**config.mk**
```make
export PLATFORM = sky130hd
export DESIGN_NAME = cs_dma
export DESIGN_NICKNAME = d
export VERILOG_FILES = /design/src/rtl/cs_dma_pkg.sv /design/src/rtl/cs_dma_regs.sv /design/src/rtl/cs_dma_chan.sv /design/src/rtl/cs_dma_fsm.sv /design/src/rtl/cs_dma.sv
export SDC_FILE = /design/constraint.sdc
export NUM_CORES = 1
export LEC_CHECK = 0
export BUFFER_PORTS_ARGS = -buffer_cell sky130_fd_sc_hd__buf_2
export CORE_UTILIZATION = 35
export DETAILED_ROUTE_END_ITERATION = 7
export SLEW_MARGIN = 25
export SYNTH_ARGS = -nofsm -noshare
export SYNTH_HDL_FRONTEND = slang
export SYNTH_SLANG_ARGS = --single-unit
```
**constraint.sdc**
```tcl
create_clock -name clk_i -period 2.2 [get_ports clk_i]
set_clock_uncertainty 0.1 [all_clocks]
set_input_delay 0.11 -clock clk_i [delete_from_list [all_inputs] [get_ports clk_i]]
set_output_delay 0.11 -clock clk_i [all_outputs]
set_load 0.02 [all_outputs]
```
**src/rtl/cs_dma_pkg.sv**
```systemverilog
package cs_dma_pkg;
  localparam int unsigned REG_AW = 2;
  localparam logic [REG_AW-1:0] REG_ADDR = 2'd0;
  localparam logic [REG_AW-1:0] REG_CNT  = 2'd1;
  localparam logic [REG_AW-1:0] REG_CTRL = 2'd2;

  localparam int unsigned CTRL_START = 0;
  localparam int unsigned CTRL_DIR   = 1;
  localparam int unsigned CTRL_CLR   = 2;

  localparam int unsigned STAT_BUSY = 0;
  localparam int unsigned STAT_IRQ  = 1;
  localparam int unsigned STAT_DIR  = 2;

  typedef enum logic [2:0] {
    ST_IDLE,
    ST_WAIT,
    ST_REQ,
    ST_RD,
    ST_WR
  } dma_st_e;
endpackage

```
**src/rtl/cs_dma_regs.sv**
```systemverilog
module cs_dma_regs
  import cs_dma_pkg::*;
#(
  parameter int unsigned AW = 16,
  parameter int unsigned CW = 16,
  parameter int unsigned RW = 32
) (
  input  logic              reg_we_i,
  input  logic [REG_AW-1:0] reg_addr_i,
  input  logic [RW-1:0]     reg_wdata_i,
  input  logic [AW-1:0]     addr_i,
  input  logic [CW-1:0]     cnt_i,
  input  logic              busy_i,
  input  logic              irq_i,
  input  logic              dir_i,
  output logic              addr_wr_o,
  output logic              cnt_wr_o,
  output logic              start_o,
  output logic              clr_o,
  output logic              dir_o,
  output logic [AW-1:0]     addr_wdata_o,
  output logic [CW-1:0]     cnt_wdata_o,
  output logic [RW-1:0]     reg_rdata_o
);
  logic ctrl_sel;
  logic unused_wdata;

  assign unused_wdata = ^reg_wdata_i;
  assign ctrl_sel     = reg_we_i && (reg_addr_i == REG_CTRL);
  assign addr_wr_o    = reg_we_i && (reg_addr_i == REG_ADDR);
  assign cnt_wr_o     = reg_we_i && (reg_addr_i == REG_CNT);
  assign start_o      = ctrl_sel && reg_wdata_i[CTRL_START];
  assign clr_o        = ctrl_sel && reg_wdata_i[CTRL_CLR];
  assign dir_o        = reg_wdata_i[CTRL_DIR];
  assign addr_wdata_o = reg_wdata_i[AW-1:0];
  assign cnt_wdata_o  = reg_wdata_i[CW-1:0];

  always_comb begin
    reg_rdata_o = '0;
    unique case (reg_addr_i)
      REG_ADDR: reg_rdata_o[AW-1:0] = addr_i;
      REG_CNT:  reg_rdata_o[CW-1:0] = cnt_i;
      REG_CTRL: begin
        reg_rdata_o[STAT_BUSY] = busy_i;
        reg_rdata_o[STAT_IRQ]  = irq_i;
        reg_rdata_o[STAT_DIR]  = dir_i;
      end
      default:  reg_rdata_o = '0;
    endcase
  end
endmodule

```
**src/rtl/cs_dma_chan.sv**
```systemverilog
module cs_dma_chan #(
  parameter int unsigned AW = 16,
  parameter int unsigned CW = 16
) (
  input  logic          clk_i,
  input  logic          rst_ni,
  input  logic          addr_wr_i,
  input  logic          cnt_wr_i,
  input  logic          start_i,
  input  logic          clr_i,
  input  logic          dir_wdata_i,
  input  logic [AW-1:0] addr_wdata_i,
  input  logic [CW-1:0] cnt_wdata_i,
  input  logic          busy_i,
  input  logic          step_i,
  output logic [AW-1:0] addr_o,
  output logic [CW-1:0] cnt_o,
  output logic          dir_o,
  output logic          irq_o,
  output logic          go_o,
  output logic          last_o
);
  logic [AW-1:0] addr_q;
  logic [CW-1:0] cnt_q;
  logic          dir_q;
  logic          irq_q;
  logic          launch;
  logic          irq_set;

  // start is accepted only while idle
  assign launch  = start_i && !busy_i;
  assign go_o    = launch && (cnt_q != '0);
  assign last_o  = (cnt_q == CW'(1));
  assign irq_set = (launch && (cnt_q == '0)) || (step_i && last_o);

  always_ff @(posedge clk_i or negedge rst_ni) begin
    if (!rst_ni) begin
      addr_q <= '0;
      cnt_q  <= '0;
      dir_q  <= 1'b0;
      irq_q  <= 1'b0;
    end else begin
      if (step_i) begin
        addr_q <= addr_q + AW'(1);
        cnt_q  <= cnt_q - CW'(1);
      end else if (!busy_i) begin
        if (addr_wr_i) addr_q <= addr_wdata_i;
        if (cnt_wr_i)  cnt_q  <= cnt_wdata_i;
      end
      if (launch) dir_q <= dir_wdata_i;
      if (irq_set)    irq_q <= 1'b1;
      else if (clr_i) irq_q <= 1'b0;
    end
  end

  assign addr_o = addr_q;
  assign cnt_o  = cnt_q;
  assign dir_o  = dir_q;
  assign irq_o  = irq_q;
endmodule

```
**src/rtl/cs_dma_fsm.sv**
```systemverilog
module cs_dma_fsm
  import cs_dma_pkg::*;
#(
  parameter int unsigned AW = 16,
  parameter int unsigned DW = 8
) (
  input  logic          clk_i,
  input  logic          rst_ni,
  input  logic          go_i,
  input  logic          dir_i,
  input  logic          last_i,
  input  logic [AW-1:0] addr_i,
  input  logic          dev_ready_i,
  input  logic          bus_gnt_i,
  input  logic [DW-1:0] mem_rdata_i,
  input  logic [DW-1:0] dev_rdata_i,
  output logic          busy_o,
  output logic          step_o,
  output logic          bus_req_o,
  output logic          mem_re_o,
  output logic          mem_we_o,
  output logic [AW-1:0] mem_addr_o,
  output logic [DW-1:0] mem_wdata_o,
  output logic          dev_rd_o,
  output logic          dev_wr_o,
  output logic [DW-1:0] dev_wdata_o
);
  dma_st_e       st_q, st_d;
  logic [DW-1:0] data_q;
  logic          rd_cyc, wr_cyc;

  always_comb begin
    st_d = st_q;
    unique case (st_q)
      ST_IDLE: if (go_i)        st_d = ST_WAIT;
      ST_WAIT: if (dev_ready_i) st_d = ST_REQ;
      ST_REQ:  if (bus_gnt_i)   st_d = ST_RD;
      ST_RD:   if (bus_gnt_i)   st_d = ST_WR;
      ST_WR:   if (bus_gnt_i)   st_d = last_i ? ST_IDLE : ST_WAIT;
      default:                  st_d = ST_IDLE;
    endcase
  end

  always_ff @(posedge clk_i or negedge rst_ni) begin
    if (!rst_ni) begin
      st_q   <= ST_IDLE;
      data_q <= '0;
    end else begin
      st_q <= st_d;
      if (dev_rd_o) data_q <= dev_rdata_i;
    end
  end

  // accesses stall while grant is withdrawn
  assign rd_cyc    = (st_q == ST_RD) && bus_gnt_i;
  assign wr_cyc    = (st_q == ST_WR) && bus_gnt_i;
  assign busy_o    = (st_q != ST_IDLE);
  assign step_o    = wr_cyc;
  assign bus_req_o = (st_q == ST_REQ) || (st_q == ST_RD) || (st_q == ST_WR);

  assign mem_re_o  = rd_cyc && !dir_i;
  assign dev_rd_o  = rd_cyc &&  dir_i;
  assign dev_wr_o  = wr_cyc && !dir_i;
  assign mem_we_o  = wr_cyc &&  dir_i;

  assign mem_addr_o  = (mem_re_o || mem_we_o) ? addr_i : '0;
  assign mem_wdata_o = mem_we_o ? data_q : '0;
  assign dev_wdata_o = dev_wr_o ? mem_rdata_i : '0;
endmodule

```
**src/rtl/cs_dma.sv**
```systemverilog
module cs_dma
  import cs_dma_pkg::*;
#(
  parameter int unsigned AW = 16,
  parameter int unsigned CW = 16,
  parameter int unsigned DW = 8,
  parameter int unsigned RW = 32
) (
  input  logic              clk_i,
  input  logic              rst_ni,
  input  logic              reg_we_i,
  input  logic [REG_AW-1:0] reg_addr_i,
  input  logic [RW-1:0]     reg_wdata_i,
  output logic [RW-1:0]     reg_rdata_o,
  output logic              irq_o,
  output logic              bus_req_o,
  input  logic              bus_gnt_i,
  output logic              mem_re_o,
  output logic              mem_we_o,
  output logic [AW-1:0]     mem_addr_o,
  output logic [DW-1:0]     mem_wdata_o,
  input  logic [DW-1:0]     mem_rdata_i,
  input  logic              dev_ready_i,
  output logic              dev_rd_o,
  input  logic [DW-1:0]     dev_rdata_i,
  output logic              dev_wr_o,
  output logic [DW-1:0]     dev_wdata_o
);
  logic          addr_wr, cnt_wr, start, clr, dir_wdata;
  logic [AW-1:0] addr_wdata, addr;
  logic [CW-1:0] cnt_wdata, cnt;
  logic          busy, step, dir, go, last;

  cs_dma_regs #(.AW(AW), .CW(CW), .RW(RW)) regs_i (
    .reg_we_i     (reg_we_i),
    .reg_addr_i   (reg_addr_i),
    .reg_wdata_i  (reg_wdata_i),
    .addr_i       (addr),
    .cnt_i        (cnt),
    .busy_i       (busy),
    .irq_i        (irq_o),
    .dir_i        (dir),
    .addr_wr_o    (addr_wr),
    .cnt_wr_o     (cnt_wr),
    .start_o      (start),
    .clr_o        (clr),
    .dir_o        (dir_wdata),
    .addr_wdata_o (addr_wdata),
    .cnt_wdata_o  (cnt_wdata),
    .reg_rdata_o  (reg_rdata_o)
  );

  cs_dma_chan #(.AW(AW), .CW(CW)) chan_i (
    .clk_i        (clk_i),
    .rst_ni       (rst_ni),
    .addr_wr_i    (addr_wr),
    .cnt_wr_i     (cnt_wr),
    .start_i      (start),
    .clr_i        (clr),
    .dir_wdata_i  (dir_wdata),
    .addr_wdata_i (addr_wdata),
    .cnt_wdata_i  (cnt_wdata),
    .busy_i       (busy),
    .step_i       (step),
    .addr_o       (addr),
    .cnt_o        (cnt),
    .dir_o        (dir),
    .irq_o        (irq_o),
    .go_o         (go),
    .last_o       (last)
  );

  cs_dma_fsm #(.AW(AW), .DW(DW)) fsm_i (
    .clk_i       (clk_i),
    .rst_ni      (rst_ni),
    .go_i        (go),
    .dir_i       (dir),
    .last_i      (last),
    .addr_i      (addr),
    .dev_ready_i (dev_ready_i),
    .bus_gnt_i   (bus_gnt_i),
    .mem_rdata_i (mem_rdata_i),
    .dev_rdata_i (dev_rdata_i),
    .busy_o      (busy),
    .step_o      (step),
    .bus_req_o   (bus_req_o),
    .mem_re_o    (mem_re_o),
    .mem_we_o    (mem_we_o),
    .mem_addr_o  (mem_addr_o),
    .mem_wdata_o (mem_wdata_o),
    .dev_rd_o    (dev_rd_o),
    .dev_wr_o    (dev_wr_o),
    .dev_wdata_o (dev_wdata_o)
  );
endmodule

```
# Word-level counts from Yosys, hierarchy flattened
# Index checks and enable logic that the tools add are counted.
[op_classes]
add_sub_neg = 2
mul = 0
n_div = 0
n_lt_le_gt_ge = 0
eq_ne = 13
shift = 0
muxes = 20
bitwise = 0
n_reduce_logical = 32
[op_table]
columns = ["op", "count"]
rows = [
  ["$mux W16", 7],
  ["$pmux W13 S2", 1],
  ["$add A16 B1 Y16 const B", 1],
  ["$eq A16 B1 Y1 const B", 1],
  ["$logic_not A16 Y1", 1],
  ["$mux W8", 2],
  ["$reduce_bool A16 Y1", 1],
  ["$sub A16 B1 Y16 const B", 1],
  ["$logic_and A1 B1 Y1", 15],
  ["$mux W3", 5],
  ["$pmux W3 S5", 1],
  ["$ne A2 B2 Y1 const B", 6],
  ["$pmux W3 S3", 1],
  ["$eq A3 B2 Y1 const B", 2],
  ["$reduce_bool A2 Y1", 3],
  ["$reduce_and A5 Y1", 1],
  ["$logic_or A1 B1 Y1", 4],
  ["$reduce_and A2 Y1", 2],
  ["$eq A3 B1 Y1 const B", 1],
  ["$eq A3 B3 Y1 const B", 1],
  ["$logic_not A3 Y1", 1],
  ["$mux W1", 3],
  ["$reduce_bool A3 Y1", 1],
  ["$eq A2 B1 Y1 const B", 1],
  ["other kinds (3)", 4],
]
[word_totals]
reg_bits = 45
latchBits = 0
ramBits = 0
rom_bits = 0
inputBits = 55
output_inout_bits = 70
wordCells = 73
mem_count = 0

# Logic depth before layout (Yosys ltp)
# Gate-level depths: netlist (run 1).
[logic_depth]
depth_word = 7
ltp_mapped = 8
ltp_nobuf = 5

# Hierarchy
# Synthesis (run 1) repeated with hierarchy kept, for this count alone.
[hier_totals]
hier_cells = 414
area_unflattened_um2 = 3724.8
[modules_own_cells]
columns = ["mod", "n_inst", "cells_per_inst", "area_each_um2", "seq_area_each_um2"]
rows = [
  ["cs_dma_chan", 1, 237, 2184.6, 850.8],
  ["cs_dma_fsm", 1, 84, 854.6, 275.3],
  ["cs_dma_regs", 1, 93, 685.7, 0.0],
]

# Worst setup path before layout (run 1)
# Ideal clock, no wire load.
[synth_timing]
path_kind = "flip-flop to output port"
startpoint = "register fsm_i.st_q[0]"
endpoint = "output mem_addr_o[10]"
t_arrival_ns = 1.796
required_ns = 1.990
slack_ns = 0.194
path_stages_with_launch = 7
n_path_buf = 2
path_cell_list = "dfrtp_1 buf_2 nor4bb_2 and2_1 or2_2 clkbuf_1 and2_1"
[synth_via]
elab_chain_cells = 5
word_cells_on_any_way = 8
cone_classes = "eq/ne (2); mux (1); reduce/logical (5)"
[synth_lines]
columns = ["element", "line", "source"]
rows = [
  ["start, declared", "cs_dma_fsm.sv:28", "dma_st_e st_q, st_d;"],
  ["start signal, assigned", "cs_dma_fsm.sv:49", "st_q <= st_d;"],
  ["$eq A3 B3 Y1", "cs_dma_fsm.sv:56", "assign wr_cyc = (st_q == ST_WR) && bus_gnt_i;"],
  ["$logic_and A1 B1 Y1", "cs_dma_fsm.sv:56", ""],
  ["$logic_and A1 B1 Y1", "cs_dma_fsm.sv:64", "assign mem_we_o = wr_cyc && dir_i;"],
  ["named net mem_we_o", "cs_dma.sv:19", "output logic mem_we_o,"],
  ["$logic_or A1 B1 Y1", "cs_dma_fsm.sv:66", "assign mem_addr_o = (mem_re_o || mem_we_o) ? addr_i : '0;"],
  ["$mux W16", "cs_dma_fsm.sv:66", ""],
  ["end, declared", "cs_dma.sv:20", "output logic [AW-1:0] mem_addr_o,"],
]
# The timed path passes the listed nets, and every way through them passes these cells.

# Final worst setup path (run 1)
[layout_timing]
startpoint = "register fsm_i.st_q[2]"
endpoint = "output mem_addr_o[7]"
[layout_via]
elab_chain_cells = 5
word_cells_on_any_way = 8
cone_classes = "eq/ne (2); mux (1); reduce/logical (5)"
[layout_lines]
columns = ["element", "line"]
rows = [
  ["$eq A3 B2 Y1 / $eq A3 B3 Y1 (equally long branches)", "cs_dma_fsm.sv:55, cs_dma_fsm.sv:56"],
  ["$logic_and A1 B1 Y1 (on tied branches)", "cs_dma_fsm.sv:55, cs_dma_fsm.sv:56"],
  ["$logic_and A1 B1 Y1 (on tied branches)", "cs_dma_fsm.sv:61, cs_dma_fsm.sv:64"],
  ["$logic_or A1 B1 Y1 (*)", "cs_dma_fsm.sv:66"],
  ["$mux W16 (*)", "cs_dma_fsm.sv:66"],
]
# Mark *: on every way between the ends. The rest lies on a longest branch, timed or not.

==> flow_metrics.tcl, run 1 <==
set metrics [dict create \
    synth.area.top_cells "dfrtp_1, mux2i_1, nor2_1" \
    synth_cells 389 \
    totalWireLength_um 9710 \
    grt.overflow.total 0 \
    cpMostUsedCell "and2_1" \
    numCtsBuffers 5 \
    clockRootBuffer "clkbuf_8" \
    critPathLaunchType "flip-flop" \
    worst_pin_slew_ns 0.568 \
    drc_errors 5 \
    antenna_found_initial 0 \
    use_met1_pct 30.0 \
    drv_cap 0 \
    via_per_inst 5.32 \
    dpl.hpwl_um 7330 \
    htreeDepth 2 \
    fin_total_pwr_mw 4.39 \
    hold_depth 3 \
    p_switching_mw 1.94 \
    async_flop_share_pct 100 \
    pwr-share-clk_pct 15.4 \
    clock_path_buffers 2 \
    grt_max_degree 25 \
    slowest_delay_ns 0.47 \
    max_slew_margin_pct 61.8 \
    hold_path_class "in2reg" \
    crit_type "reg2out" \
    core_area_um2 8850 \
    fin_nets 562 \
    cts_tree "yes" \
    met2_usage_pct 31.7 \
    drv_slew 0 \
    clk_pin_slew_worst_paths_ns 0.09 \
    path_max_fanout 16 \
    row_count 34 \
    critPathArrivalTime_ns 1.86 \
    seq_area_frac_synth_pct 34.7 \
    rsz0062_at_grt "false" \
    hold_viol 0 \
    holdWs_ns 0.0109 \
    grt_pass1_wl_um 15700 \
    rr_worst_depth 4 \
    start_util_pct 36.7 \
    ir_drop_mv 0.519 \
    cp_data_required_time_ns 1.99 \
    period_minus_slack_ns 2.07 \
    first_iter_violations 173 \
    synth_top_area_share_pct 34.7 \
    setup_tns_ns 0 \
    worst_skew_pair.late_latency_ns 0.31 \
    p_int_mw 2.44 \
    yosysTopAreaCell "dfrtp_1" \
    io_buffers 92 \
    failed_checks "design-rule violations" \
    postSynthAreaPerCell_um2 8.35 \
    area_growth_syn_to_layout_pct 29.1 \
    synth_edf_count 0 \
    firstDrtPassIters 8 \
    p_comb_share_pct 43.6 \
    final_core_utilization_pct 47.4 \
    swShare_pct 44.3 \
    fp.dieArea_um2 9670 \
    die_width_um 98.3 \
    cp-end-kind "primary output" \
    crit_chain "nor4bb_4 -> and2_1 -> or2_4 -> and2_1 -> buf_2" \
    pwr-share-seq_pct 41.0 \
    ys_ff_latch 45 \
    drive_gt1_share_pct 28.3 \
    synth.distinct_cells 55 \
    gp_congestion 0.846 \
    io_pins 125 \
    synth_flop_cell "dfrtp_1" \
    cts_setup_buffers 0 \
    grt_pass1_vias 2989 \
    grt_usage_pct 20.4 \
    synth_area_um2 3250 \
    cts_sinks 45 \
    slowest_stage "dfrtp_2" \
    max_freq_ghz 0.482 \
    use_met3_pct 2.08 \
    power.density_nw_per_um2 1050 \
    route.detailed.wl_per_inst_um 15.8 \
    synth_warnings 0 \
    fp.dieH_um 98.3 \
    busiest_layer "met2" \
    setup_viol 0 \
    via_count 3262 \
    outcome "complete, but fails checks" \
    p_leak_nw 2.05 \
    min_period_over_period_pct 94.3 \
    ant_nets 0 \
    diodes 0 \
]
## kinds of logic (layout without fill, tap and decap cells)
kind of cell    after synthesis  count (layout)  share of synthesized area [%]
fa+ha+maj                     3               3                           1.16
simple gates                183             183                           30.5
compound gates               75              75                           15.5
mux                          27              27                           8.67
xor+xnor                      1               1                          0.270
other cells                   1              16                          0.115
buf+inv                      54             155                           9.06
flops                        45              45                           34.7
## Yosys cell counts (2+ instances only)
| cell | count |
|---|---|
| nor2_1 | 47 |
| dfrtp_1 | 45 |
| and2_1 | 27 |
| nand2_1 | 22 |
| nor3_1 | 21 |
| mux2i_1 | 18 |
| a21oi_1 | 17 |
| buf_4 | 16 |
| a211oi_1 | 15 |
| and3_1 | 15 |
| buf_2 | 13 |
| o21ai_0 | 13 |
| inv_1 | 12 |
| clkbuf_1 | 11 |
| nand3_1 | 10 |
| mux2_2 | 9 |
| nand4_1 | 8 |
| nor4_1 | 6 |
| or2_2 | 5 |
| a311oi_1 | 4 |
| ha_1 | 3 |
| o211ai_1 | 3 |
| o22ai_1 | 3 |
| or3_1 | 3 |
| a211o_1 | 2 |
| a21o_1 | 2 |
| a311o_1 | 2 |
| a31oi_1 | 2 |
| and4_1 | 2 |
| buf_6 | 2 |
| nand2b_1 | 2 |
| o21ai_1 | 2 |
| o311a_1 | 2 |
| o31ai_1 | 2 |
| or2_1 | 2 |
| or4_1 | 2 |
## cell type report
cell class | count | area, µm²
sequential | 45 | 1130
inverter | 12 | 45.0
timing repair buffer | 135 | 861
clock buffer | 7 | 86.3
tap | 108 | 135
multi-input combinational | 305 | 1910
clock inverter | 1 | 30.0
fill | 876 | 4660
## path summary, 6_finish.rpt
check	slack [ns]	from	to
worst max-delay path	0.13	fsm_i.st_q[2]	mem_addr_o[7]
worst min-delay path	0.01	reg_wdata_i[8]	chan_i.addr_o[8]
worst max register to register	0.20	chan_i.cnt_o[9]	chan_i.cnt_o[15]
worst min register to register	0.40	fsm_i.data_q[1]	fsm_i.data_q[1]
max in group asynchronous	1.25	rst_ni	fsm_i.st_q[2]
min in group asynchronous	0.21	rst_ni	chan_i.addr_o[12]
## routing by layer
metal	share of wire [%]	routed length [µm]
met1	47	4520
met2	47	4540
met3	5.8	566
met4	0.84	82
met5	0	0
## through the flow
stage | instances | instance area (µm²) | setup WS (ns)
after floorplan | 404 | 3300 | 0.194
after global placement | 584 | 3850 | 0.245
after detailed placement | 584 | 3850 | 0.205
after CTS | 612 | 4170 | 0.0277
after global routing | 613 | 4190 | 0.0138
final | 613 | 4190 | 0.125
## worst max-delay path: cells and delay by family (launching register included)
family	cells	cell delay, ns
buffers and inverters	1	0.17
and+or+nand+nor	4	0.92
DFF	1	0.47
## power groups by stage
stage / Combinational, mW / Sequential, mW / Clock (mW)
after CTS: 1.91 / 1.79 / 0.687
after floorplan: 1.52 / 1.53 / 0
after global placement: 1.84 / 1.79 / 0
after global routing: 2.13 / 1.87 / 0.735
after detailed placement: 1.87 / 1.80 / 0
final: 1.91 / 1.80 / 0.677
## timing repair
item	in CTS	in global routing
endpoints found under the hold margin	44	1
endpoints found under the setup margin	24	25
pin swaps	0	0
hold buffers	20	1
gates resized for setup	2	3
## state kept, by name, indices dropped and copies added (netlist names)
signal         flops
chan_i.cnt_o      16
chan_i.dir_o       1
chan_i.irq_o       1
chan_i.addr_o     16
fsm_i.data_q       8
fsm_i.st_q         3
## layout by cell type, fill, tap and decap left out, types with 6 or more instances in the layout
cell / n
dfrtp_1: 44
and2_1: 27
nand3_1: 10
a21oi_1: 17
mux2i_1: 18
nor2_1: 46
o21ai_0: 13
clkbuf_8: 6
buf_4: 20
mux2_2: 9
buf_2: 92
a211oi_1: 15
inv_1: 12
conb_1: 16
nand4_1: 8
and3_1: 15
nand2_1: 22
dlygate4sd3_1: 21
nor3_1: 21
nor4_1: 6
Power figures use the tool's default switching activity.
==> run 2: changes to the inputs <==
--- a/config.mk
+++ b/config.mk
@@ -8,6 +8,8 @@
 export BUFFER_PORTS_ARGS = -buffer_cell sky130_fd_sc_hd__buf_2
 export CORE_UTILIZATION = 35
 export DETAILED_ROUTE_END_ITERATION = 7
+export GPL_TIMING_DRIVEN = 0
+export HOLD_SLACK_MARGIN = 0.08
 export SLEW_MARGIN = 25
 export SYNTH_ARGS = -nofsm -noshare
 export SYNTH_HDL_FRONTEND = slang
==> run 2 against run 1 <==
The flow still finishes with violations (design-rule violations). Cell count grew 5.9%. Via count up 7.8%. Critical path depth is 2 higher. Highest routed layer unchanged.
==> flow_metrics.tcl, run 2 (same netlist as run 1, synthesis figures left out) <==
set metrics [dict create \
    slowest_stage "dfrtp_1" \
    numCtsBuffers 5 \
    clockRootBuffer "clkbuf_8" \
    slowest_delay_ns 0.39 \
    first_iter_violations 210 \
    hold_path_class "in2reg" \
    outcome "complete, but fails checks" \
    antenna_found_initial 0 \
    nFillCells 876 \
    max_freq_ghz 0.474 \
    p_leak_nw 2.22 \
    worst_pin_slew_ns 0.619 \
    cts_tree "yes" \
    crit_buf_inv 3 \
    path_max_fanout 5 \
    route.detailed.wl_per_inst_um 16.3 \
    row_count 34 \
    via_per_inst 5.42 \
    dpl.cell_count 602 \
    max_slew_margin_pct 58.7 \
    final.setup.worst_slack_ns 0.0881 \
    ant_nets 0 \
    mostFrequentLayoutCells "buf_2, nor2_1, dfrtp_1, buf_4, dlygate4sd3_1" \
    min_period_over_period_pct 96.0 \
    period_minus_slack_ns 2.11 \
    cts_sinks 45 \
    gp_congestion 0.892 \
    io_pins 125 \
    fin_nets 598 \
    drive_gt1_share_pct 32.5 \
    totalWireLength_um 10600 \
    setup_viol 0 \
    clock_path_buffers 2 \
    area_growth_syn_to_layout_pct 40.2 \
    diodes 0 \
    holdWs_ns 0.0875 \
    fp.dieArea_um2 9670 \
    rsz0062_at_grt "true" \
    cp-end-kind "primary output" \
    start_util_pct 36.7 \
    grt_max_degree 46 \
    critPathLaunchType "flip-flop" \
    dpl.hpwl_um 7640 \
    power.density_nw_per_um2 1010 \
    core_area_um2 8850 \
    grt.overflow.total 0 \
    final_cell_count_no_fill 649 \
    ir_drop_mv 0.474 \
    hold_viol 0 \
    firstDrtPassIters 7 \
    critPathTopFamily "simple AND/OR/NAND/NOR gates" \
    grt_pass1_vias 3026 \
    fp.dieH_um 98.3 \
    drv_slew 0 \
    fin_total_pwr_mw 4.60 \
    mostFrequentLayoutCell "buf_2" \
    place_area_um2 3890 \
    htreeDepth 2 \
    grt_usage_pct 21.4 \
    drc_errors 5 \
    worst_skew_pair.late_latency_ns 0.30 \
    drv_cap 0 \
    via_count 3517 \
    grt_pass1_wl_um 16300 \
    clk_pin_slew_worst_paths_ns 0.09 \
    cp_data_required_time_ns 1.99 \
    stdcell_area_um2 4550 \
    crit_chain "buf_6 -> nor4bb_4 -> and2_4 -> or2_4 -> clkbuf_16 -> and2_4 -> buf_6" \
    critPathArrivalTime_ns 1.90 \
    preCtsSetupSlack_ns -0.184 \
    failed_checks "design-rule violations" \
    io_buffers 90 \
    crit_type "reg2out" \
    die_width_um 98.3 \
]
==> run 2: path summary, 6_finish.rpt <==
check                           startpoint                 to  slack (ns)  cells past startpoint
setup / recovery             fsm_i.st_q[0]      mem_addr_o[5]        0.09                      7
hold / removal             reg_wdata_i[14]  chan_i.addr_o[14]        0.09                      4
setup reg to reg             fsm_i.st_q[1]    chan_i.cnt_o[8]        0.11                      8
hold reg to reg            fsm_i.data_q[7]    fsm_i.data_q[7]        0.41                      1
max in group asynchronous           rst_ni    chan_i.cnt_o[0]        1.32                      2
min in group asynchronous           rst_ni  chan_i.addr_o[12]        0.25                      2
==> run 2: area by class of cell <==
cell class              count  area (µm²)  area share, %
clock inverters             1        5.00          0.110
flip-flops and latches     45        1130           24.7
clock buffers               7        96.3           2.12
inverters                  12        45.0          0.990
plain buffers              41         294           6.46
multi-input cells         305        1930           42.4
repair buffers            130         918           20.2
well taps                 108         135           2.97
==> run 2: where the power goes <==
part | switching [mW] | internal [mW]
combinational | 1.25 | 1.06
clock | 0.307 | 0.285
sequential | 0.492 | 1.21
total | 2.05 | 2.56
==> run 2: per-stage QoR <==
stage / setup TNS (ns) / util (%)
after floorplan: 0 / -
after global placement: -1.51 / 43.9
after detailed placement: -2.31 / 44.0
after CTS: -0.00579 / 49.0
after global routing: -0.00756 / 51.4
final: 0 / 51.4
==> run 2: per-layer routing <==
metal,global-route usage [%],routed length [µm],up-vias
li1,-,-,1677
met1,31.0,4850,1694
met2,33.9,5060,134
met3,2.43,544,12
met4,5.28,136,0
met5,0,0,-
==> run 2: timing repair <==
item | 4_1_cts | 5_1_grt
hold buffers | 26 | 0
pin swaps | 3 | 3
gates resized for setup | 16 | 47
hold endpoints to repair | 85 | 0
gates cloned | 0 | 1
setup buffers | 4 | 9
endpoints found under the setup margin | 39 | 46
==> run 2: worst reg2reg max path, stage by stage, from the launching register on <==
cell and delay (ns):
dfrtp_1 0.40, buf_4 0.14, or3_1 0.35, buf_6 0.16, or2_1 0.22, buf_2 0.17, buf_2 0.21, o32ai_1 0.16
a21oi_1 0.07
==> run 3: changes to the inputs <==
--- a/config.mk
+++ b/config.mk
@@ -10,6 +10,7 @@
 export DETAILED_ROUTE_END_ITERATION = 7
 export GPL_TIMING_DRIVEN = 0
 export HOLD_SLACK_MARGIN = 0.08
+export PLACE_DENSITY = 0.72
 export SLEW_MARGIN = 25
 export SYNTH_ARGS = -nofsm -noshare
 export SYNTH_HDL_FRONTEND = slang
==> run 3 against run 2 <==
The flow still finishes with violations (design-rule violations). Worst setup slack worse by 0.048 ns. Count of clock-buffer cells in the layout unchanged. Global-route usage is 1.4 points higher. Routed wire length grew 1.8%. Sequential cell count unchanged. Core utilization rose by 0.57 points. Die area did not move. Sequential power is essentially flat. Via count is 0.23% higher. Register-to-register slack worse by 0.04 ns. Clock power grew 15%. First-iteration DRC count rose by 23%. Highest routed layer unchanged.
==> flow_metrics.tcl, run 3 (same netlist as run 1, synthesis figures left out) <==
set metrics [dict create \
    outcome "complete, but fails checks" \
    failed_checks "design-rule violations" \
    cp_data_required_time_ns 1.99 \
    pwr-share-seq_pct 36.3 \
    crit_chain "buf_6 -> buf_4 -> nand4b_1 -> nor2_2 -> or2_4 -> buf_4 -> and2_1 -> buf_4" \
    fin_nets 597 \
    setup_tns_ns 0 \
    first_iter_violations 259 \
    row_count 34 \
    start_util_pct 36.7 \
    worst_pin_slew_ns 0.638 \
    slowest_delay_ns 0.40 \
    hold_viol 0 \
    htreeDepth 2 \
    p_leak_nw 2.22 \
    min_period_over_period_pct 98.2 \
    p_comb_share_pct 49.2 \
    antenna_found_initial 0 \
    max_freq_ghz 0.463 \
    max_slew_margin_pct 57.1 \
    crit_buf_inv 4 \
    cp-end-kind "primary output" \
    period_minus_slack_ns 2.16 \
    area_growth_syn_to_layout_pct 41.7 \
    via_count 3525 \
    multi_input_area_um2 1960 \
    dpl.hpwl_um 7920 \
    io_buffers 90 \
    critPathArrivalTime_ns 1.95 \
    io_pins 125 \
    diodes 0 \
    firstDrtPassIters 8 \
    reg2reg_slack_ns 0.07 \
    cts_tree "yes" \
    cts_sinks 45 \
    route.detailed.wl_per_inst_um 16.6 \
    rsz0062_at_grt "true" \
    path_max_fanout 8 \
    drive_gt1_share_pct 33.0 \
    mostFrequentLayoutCell "buf_2" \
    critPathTopFamily "simple AND/OR/NAND/NOR gates" \
    mostFrequentLayoutCells "buf_2, nor2_1, dfrtp_1, buf_4, dlygate4sd3_1" \
    totalWireLength_um 10800 \
    grt.overflow.total 0 \
    grt_pass1_wl_um 17300 \
    pwr-share-clk_pct 14.5 \
    grt_max_degree 28 \
    grt_usage_pct 22.8 \
    hold_path_class "in2async" \
    crit_type "reg2out" \
    grt_pass1_vias 3381 \
    final_cell_count_no_fill 648 \
    power.density_nw_per_um2 1020 \
    die_width_um 98.3 \
    fp.dieArea_um2 9670 \
    swShare_pct 44.1 \
    cpMostUsedCell "buf_4" \
    fp.dieH_um 98.3 \
    numCtsBuffers 5 \
    drv_slew 0 \
    clk_pin_slew_worst_paths_ns 0.10 \
    slowest_stage "dfrtp_1" \
    clock_path_buffers 2 \
    register_area_um2 1130 \
    drv_cap 0 \
    critPathLaunchType "flip-flop" \
    holdWs_ns 0.179 \
    p_switching_mw 2.07 \
    nFillCells 858 \
    p_int_mw 2.62 \
    worst_skew_pair.late_latency_ns 0.31 \
    ir_drop_mv 0.484 \
    core_area_um2 8850 \
    gp_congestion 0.911 \
    via_per_inst 5.44 \
    dpl.cell_count 603 \
    ant_nets 0 \
    drc_errors 8 \
    clockRootBuffer "clkbuf_8" \
    setup_viol 0 \
]
run 3: changes by cell type in the layout (fill, tap and decap cells not counted), sizes merged:
cell | before | now
clkinv | 1 | 0
bufinv | 0 | 1
dlygate4sd3 | 26 | 28
buf | 135 | 131
clkbuf | 17 | 18
run 3: worst reg2reg max path: stages (launching register included):
cell	delay [ns]
dfrtp_1	0.40
buf_6	0.14
nand4bb_2	0.30
buf_4	0.26
nor3_1	0.56
a2111oi_0	0.23
run 3: power by group through the flow:
stage               sequential [mW]  combinational, mW  clock (mW)
global route                   1.77               2.51       0.718
floorplan                      1.53               1.52           0
CTS                            1.69               2.24       0.690
finish                         1.70               2.31       0.680
global placement               1.67               1.96           0
detailed placement             1.70               2.02           0
run 3: final cells by class:
class                   count  area share, %
repair buffers            128           20.1
clock buffers               7           1.88
clock inverters             1          0.653
inverters                  12          0.979
multi-input cells         305           42.6
flip-flops and latches     45           24.5
well taps                 108           2.94
plain buffers              42           6.42
run 3: worst paths after layout:
| kind | startpoint | depth (start not counted) | end |
|---|---|---|---|
| max in group asynchronous | rst_ni | 3 | chan_i.cnt_o[9] |
| min in group clk_i | reg_addr_i[0] | 4 | chan_i.irq_o |
| worst min-delay path | rst_ni | 2 | chan_i.addr_o[12] |
| worst max-delay path | fsm_i.st_q[0] | 8 | mem_addr_o[1] |
| worst max register to register | fsm_i.st_q[0] | 5 | chan_i.addr_o[13] |
| worst min register to register | fsm_i.data_q[3] | 1 | fsm_i.data_q[3] |
run 3: repair_timing:
action	in CTS	in global routing
setup buffers	6	2
gates cloned	1	0
resized for setup	48	24
endpoints found under the setup margin	41	37
pin swaps	3	5
endpoints found under the hold margin	84	0
hold buffers	28	0
run 3: per-stage QoR:
step	power, mW	setup WS [ns]	util, %	cell area [µm²]
after floorplan	3.05	0.194	-	3300
after global placement	3.63	-0.0649	43.9	3890
after detailed placement	3.71	-0.137	44.2	3910
after CTS	4.63	0.0125	51.0	4510
after global routing	5.00	-0.0559	52.0	4600
final	4.69	0.0404	52.0	4600
run 3: per-layer routing:
metal	share of wire [%]	global-route usage, %	vias to the layer above
met4	2.4	7.46	0
met1	44	30.7	1659
met3	7.3	3.44	16
met2	47	37.6	171
met5	0	0	-
li1	-	-	1679
